`src/rtl/serial_char_tx.sv`:
```
`timescale 1ns/1ps
module serial_char_tx #(
  parameter int CLK_HZ    = 50_000_000,
  parameter int BASE_BAUD = 9600
) (
  input  logic       clk,
  input  logic       rst,
  input  logic       start,
  input  logic [7:0] char_in,
  input  logic [1:0] rate_sel,
  input  logic       len8,
  input  logic       par_on,
  input  logic       par_even,
  input  logic       stop2,
  output logic       busy,
  output logic       txd
);
  localparam int B0   = BASE_BAUD;
  localparam int B1   = BASE_BAUD / 2;
  localparam int B2   = BASE_BAUD / 4;
  localparam int B3   = BASE_BAUD / 8;
  localparam int DIV0 = (CLK_HZ + B0 / 2) / B0;
  localparam int DIV1 = (CLK_HZ + B1 / 2) / B1;
  localparam int DIV2 = (CLK_HZ + B2 / 2) / B2;
  localparam int DIV3 = (CLK_HZ + B3 / 2) / B3;
  localparam int CW   = $clog2(DIV3 + 1);
  localparam int FW   = 12;

  logic [CW-1:0] per_sel, per_q, cnt;
  logic [FW-1:0] shreg, frame;
  logic [3:0]    left, len_m1;
  logic [7:0]    payload;
  logic          pbit;

  always_comb begin
    case (rate_sel)
      2'd0:    per_sel = CW'(DIV0 - 1);
      2'd1:    per_sel = CW'(DIV1 - 1);
      2'd2:    per_sel = CW'(DIV2 - 1);
      default: per_sel = CW'(DIV3 - 1);
    endcase
  end

  assign payload = len8 ? char_in : {1'b0, char_in[6:0]};
  assign pbit    = par_on ? (^payload ^ ~par_even) : 1'b1;
  assign frame   = len8 ? {2'b11, pbit, char_in, 1'b0}
                        : {3'b111, pbit, char_in[6:0], 1'b0};
  assign len_m1  = 4'd8 + {3'b0, len8} + {3'b0, par_on} + {3'b0, stop2};

  always_ff @(posedge clk) begin
    if (rst) begin
      busy  <= 1'b0;
      shreg <= '1;
      left  <= '0;
      cnt   <= '0;
      per_q <= '0;
    end else if (!busy) begin
      if (start) begin
        busy  <= 1'b1;
        shreg <= frame;
        left  <= len_m1;
        cnt   <= per_sel;
        per_q <= per_sel;
      end
    end else if (cnt == '0) begin
      if (left == '0) begin
        busy <= 1'b0;
      end else begin
        shreg <= {1'b1, shreg[FW-1:1]};
        left  <= left - 4'd1;
        cnt   <= per_q;
      end
    end else begin
      cnt <= cnt - 1'b1;
    end
  end

  assign txd = busy ? shreg[0] : 1'b1;

  AST_LAUNCH:     assert property (@(posedge clk) disable iff (rst) start && !busy |=> busy && !txd);
  AST_START_LOW:  assert property (@(posedge clk) disable iff (rst) $rose(busy) |-> !txd);
  AST_HOLD_BIT:   assert property (@(posedge clk) disable iff (rst) busy && cnt != '0 |=> busy && $stable(txd));
  AST_CNT_BOUND:  assert property (@(posedge clk) disable iff (rst) busy |-> cnt <= per_q);
  AST_STOP_HIGH:  assert property (@(posedge clk) disable iff (rst) busy && left == '0 |-> txd);
  AST_FRAME_END:  assert property (@(posedge clk) disable iff (rst) busy && cnt == '0 && left == '0 |=> !busy && txd);
  AST_FMT_LOCKED: assert property (@(posedge clk) disable iff (rst) busy && start |=> $stable(per_q));
endmodule

```
`config.mk`:
```
export PLATFORM = sky130hd
export DESIGN_NAME = serial_char_tx
export DESIGN_NICKNAME = d
export VERILOG_FILES = /design/src/rtl/serial_char_tx.sv
export SDC_FILE = /design/constraint.sdc
export NUM_CORES = 1
export LEC_CHECK = 0
export ABC_AREA = 1
export BUFFER_PORTS_ARGS = -buffer_cell sky130_fd_sc_hd__clkbuf_2
export CAP_MARGIN = 10
export CORE_MARGIN = 2
export CORE_UTILIZATION = 67
export CTS_BUF_LIST = sky130_fd_sc_hd__clkbuf_8
export DETAILED_ROUTE_END_ITERATION = 8
export HOLD_SLACK_MARGIN = 0.1
export PLACE_DENSITY_LB_ADDON = 0.3
export SKIP_LAST_GASP = 1
export SYNTH_ARGS = -nofsm -noshare
export SYNTH_HDL_FRONTEND = slang
export SYNTH_SLANG_ARGS = --single-unit
```
`constraint.sdc`:
```
create_clock -name clk -period 2.44 [get_ports clk]
set_input_delay 0.122 -clock clk [delete_from_list [all_inputs] [get_ports clk]]
set_output_delay 0.122 -clock clk [all_outputs]
set_load 0.05 [all_outputs]
```
Word level (Yosys, flattened, before mapping)
Cells that the tools add are included.
{"block": "word_totals", "ff_bits": 49, "output_inout_bits": 2, "wordCells": 47}
{"block": "op_classes", "n_reduce_logical": 8, "n_eq_ne": 5, "n_bitwise": 3, "add_sub_neg": 5, "mux": 21}
{"cell": "16-bit 2-to-1 mux", "count": 4}
{"cell": "12-bit 2-to-1 mux", "count": 4}
{"cell": "16-bit case mux with 3 select lines", "count": 1}
{"cell": "16-bit zero test", "count": 1}
{"cell": "4-bit 2-to-1 mux", "count": 4}
{"cell": "16-bit by 1-bit subtractor with 16-bit output, second input constant", "count": 1}
{"cell": "10-bit 2-to-1 mux", "count": 1}
{"cell": "4-bit by 1-bit adder with 4-bit output", "count": 2}
{"cell": "8-bit 2-to-1 mux", "count": 1}
{"cell": "8-bit XOR reduction", "count": 1}
{"cell": "1-bit 2-to-1 mux", "count": 6}
{"cell": "4-bit by 1-bit adder with 4-bit output, first input constant", "count": 1}
{"cell": "4-bit zero test", "count": 1}
{"cell": "2-bit AND reduction", "count": 2}
{"cell": "4-bit by 1-bit subtractor with 4-bit output, second input constant", "count": 1}
{"cell": "3-bit != test, second input constant", "count": 1}
{"cell": "3-bit AND reduction", "count": 1}
{"cell": "2-bit by 1-bit equality test with 1-bit output, second input constant", "count": 1}
{"cell": "2-bit equality test, second input constant", "count": 1}
{"cell": "2-bit zero test", "count": 1}
{"cell": "2-bit by 1-bit != test with 1-bit output, second input constant", "count": 1}
{"cell": "2-bit != test, second input constant", "count": 1}
{"cell": "1-bit inverter", "count": 2}
{"cell": "2-bit nonzero test", "count": 1}
{"cell": "1-bit XOR", "count": 1}

Logic depth before layout (Yosys ltp)
{"block": "logic_depth", "ltp_word": 7, "ltp_mapped": 12, "ltp_nobuf": 12}

Worst setup path after synthesis
OpenSTA, ideal clock, no wires.
{"block": "synth_path", "path_type": "register to register", "start": "register busy", "end": "register shreg[9]", "setup_slack_ns": 0.627, "path_stages_with_launch": 11, "arrival_ns": 1.687, "required_time_ns": 2.314, "setup_ns": 0.126, "period_less_slack_ns": 1.813, "cell_sequence": "dfxtp_1 -> buf_4 -> inv_2 -> nand2_2 -> inv_2 -> nor2_4 -> inv_1 -> nand2_4 -> inv_4 -> o22ai_1 -> nand2_1"}
{"block": "synth_via", "elab_chain_len": 2}
{"element": "from (decl)", "line": "15", "text": "output logic busy,"}
{"element": "from (signal assigned)", "line": "52", "text": "busy <= 1'b0;"}
{"element": "from (signal assigned)", "line": "59", "text": "busy <= 1'b1;"}
{"element": "from (signal assigned)", "line": "67", "text": "busy <= 1'b0;"}
{"element": "2-bit != test (no source line), or another cell as far along"}
{"element": "3-bit AND reduction (no source line)"}
{"element": "to (signal assigned)", "line": "60", "text": "shreg <= frame;"}
{"element": "to (signal assigned)", "line": "69", "text": "shreg <= {1'b1, shreg[FW-1:1]};"}
{"element": "to (decl)", "line": "30", "text": "logic [FW-1:0] shreg, frame;"}
Several ways; a longest one is shown, not always the timed one.
A chain may end at the register's enable or synchronous reset.

Final worst setup path
{"block": "layout_path", "start": "register cnt[0]", "end": "register cnt[13]"}
{"block": "layout_via", "elab_chain_len": 3}
{"element": "from (decl)", "line": "29", "text": "logic [CW-1:0] per_sel, per_q, cnt;"}
{"element": "from (signal assigned)", "line": "62", "text": "cnt <= per_sel;"}
{"element": "from (signal assigned)", "line": "71", "text": "cnt <= per_q;"}
{"element": "from (signal assigned)", "line": "74", "text": "cnt <= cnt - 1'b1;"}
{"element": "16-bit by 1-bit subtractor with 16-bit output or 16-bit zero test (tied branches)", "line": "74, 65"}
{"element": "16-bit 2-to-1 mux or 3-bit != test (tied branches)"}
{"element": "16-bit 2-to-1 mux or 2-bit AND reduction (tied branches)"}
Several ways; a longest one is shown, not always the timed one.

==> impl_metrics.toml <==
[status]
status = "completed"

[layout]
fillerInstances = 306
syn2layout_area_growth_pct = 7.12
layout-drive-gt1-share = 0.119
diodes = 0
multi_input_area_um2 = 1500
regArea_um2 = 821
final_area_um2 = 2750
nNetsFinal = 436

[power_and_ir_drop]
p_leak_uw = 0.00137
clockPowerShare = 0.162
swShare = 0.455
p_seq_frac = 0.362
comb_power_share = 0.476
p_int_uw = 1450
power.switching_uw = 1210
power.density_nw_per_um2 = 968
irDropWorstVdd_uv = 679

[synthesis]
synthFlopType = "dfxtp_1"
netlist_area_um2 = 2570
syn_avg_cell_area_um2 = 6.50
async_flop_share = 0
synth_nets = 421
ys_seq_area_frac = 0.320
syn-instance-count = 395
synth_seq_cells = 41
yosys_warnings = 0
synth_edf_count = 0
ys_types = 35

[die]
core-area_um2 = 3660
dieArea_um2 = 4340
rows = 22
die_w_um = 65.9
io_pins = 19
die_h_um = 65.9
start_util = 0.701

[timing]
finalSetupViolations = 0
rsz0062_at_grt = "no"
relSlewSlack = 0.674
hold_slack_ps = 161
fmax_ghz = 0.545
maxSlewViolCount = 0
tightest_slew_ps = 487
setup_tns_ps = 0
skew_ps = 5.24
layout_min_cycle_time_ps = 1840
period_share = 0.752
hold_viol_final = 0

[clocking]
clkSinkCount = 41
htree_levels = 2
cts_max_path_buffers = 2
cts_tree = "done"
post_cts_buffers = 0
clkSlewWorstSetupHoldPaths_ps = 80
cts_root_buf = "clkbuf_8"
cts_resized = 0
cts_buffers = 5
clock_latency_ps = 300
ctsHoldBuffers = 0

[placed_design]
place.gp.congestion = 0.914
place_area_um2 = 2670
dp_hpwl_um = 4380
port_buffers = 18

[routing]
vias = 2530
detail_route.vias_per_cell = 5.51
drt-pass1-iter-count = 7
ant_nets = 0
first_iter_violations = 229
wl_um = 6040
detail_route.wl_per_cell_um = 13.2
drc = 0

[grt]
grt_usage = 0.301
grt_pass1_vias = 2234
grt_max_degree = 25
overflow = 0
antenna_found_initial = 0
grt_pass1_wl_um = 10100

[critical_path]
path_cells = "inv_1, ha_1, nand2_2, nor2_4, nand2_4, nand2_8, nand2_4, o21ai_1, nor2_1, a21oi_1"
slowest_delay_ps = 380
start_kind = "flop"
critPathArrivalTime_ps = 2020
path_delay_family = "simple AND/OR/NAND/NOR gates"
critPathSlowestCell = "dfxtp_1"
path_depth = 10
worst_setup_path_end_kind = "flop"
worst_path_most_repeated_cell = "nand2_4"
crit_buf_inv = 1
path_max_fanout = 24
required_ps = 2630
worstSetupPathType = "reg2reg"
rr_worst_depth = 10

[min_path]
min_path_cells = 5
hold_path.class = "in2reg"

[job]
cap_violations = 0
==> final cells by class <==
type	count	share of cell area
Inverter	48	0.0665
Multi-Input combinational cell	294	0.544
Sequential cell	41	0.299
Clock inverter	3	0.00546
Timing Repair Buffer	20	0.0382
Clock buffer	5	0.0250
Tap cell	48	0.0218
==> cells in the mapped netlist, drive strengths merged (4+ instances only) <==
cell    number  area share
clkbuf       7       0.010
buf          5       0.016
nor2        54       0.092
o21ai       31       0.060
xnor2        5       0.017
inv         48       0.071
nand2      117        0.19
xor2         4       0.014
nand3       36       0.074
a21oi       15       0.029
dfxtp       41        0.32
nor3         6       0.016
ha           8       0.039
==> state kept, by name, summed over array words and instances (netlist names) <==
name,flops
busy,1
cnt,16
left,4
per_q,10
shreg,10
==> power by group through the flow <==
stage                     sequential (µW)  clock, µW  combinational [µW]
after floorplan                       943          0                1020
after global placement                961          0                1190
after global routing                  979        470                1420
final                                 962        432                1270
after detailed placement              969          0                1230
after CTS                             956        435                1250
==> worst register-to-register path: cells and delay by family, from the launching register on <==
kind | cells | cell delay, ps
adder cells (fa/ha/maj) | 1 | 240
buffers and inverters | 1 | 100
AND/OR/NAND/NOR | 6 | 760
flip-flops | 1 | 380
AO/OA/AOI/OAI | 2 | 240
==> cell usage in the layout, fill, tap and decap left out, types with 8 or more instances in the layout <==
cell      count
nand3_1      34
inv_1        46
o21ai_1      14
nand2_1     111
a21oi_1      15
clkbuf_2     18
ha_1          8
dfxtp_1      41
o21ai_0      17
nor2_1       47
==> per-stage QoR <==
step,total power (µW),utilization,setup WS (ps),cells
2_1_floorplan,1960,-,627,395
3_3_place_gp,2160,0.728,758,451
3_5_place_dp,2200,0.728,674,451
4_1_cts,2640,0.751,631,459
5_1_grt,2870,0.751,472,459
6_report,2660,0.751,604,459
==> final timing paths <==
path | from | slack [ps] | endpoint
max | cnt[0]$_SDFFE_PP0P_ | 600 | cnt[13]$_SDFFE_PP0P_
min | char_in[1] | 160 | shreg[2]$_SDFFE_PP1P_
max reg2reg | cnt[0]$_SDFFE_PP0P_ | 600 | cnt[13]$_SDFFE_PP0P_
min reg2reg | per_q[14]$_SDFFE_PP0P_ | 470 | per_q[14]$_SDFFE_PP0P_
==> routing by layer <==
layer  vias up  wire length [µm]  track usage
met2       100              2790        0.482
met1      1130              2750        0.405
met4         0               136       0.0990
met5         -                 0            0
li1       1284                 -            -
met3        16               368       0.0596
==> cells by family after synthesis <==
family	share of synthesized area
XOR/XNOR	0.0307
flip-flops	0.320
buffers and inverters	0.0970
adder cells (fa/ha/maj)	0.0468
AO/OA/AOI/OAI	0.115
AND/OR/NAND/NOR	0.391
No activity file was read; power rests on OpenSTA's default activity.
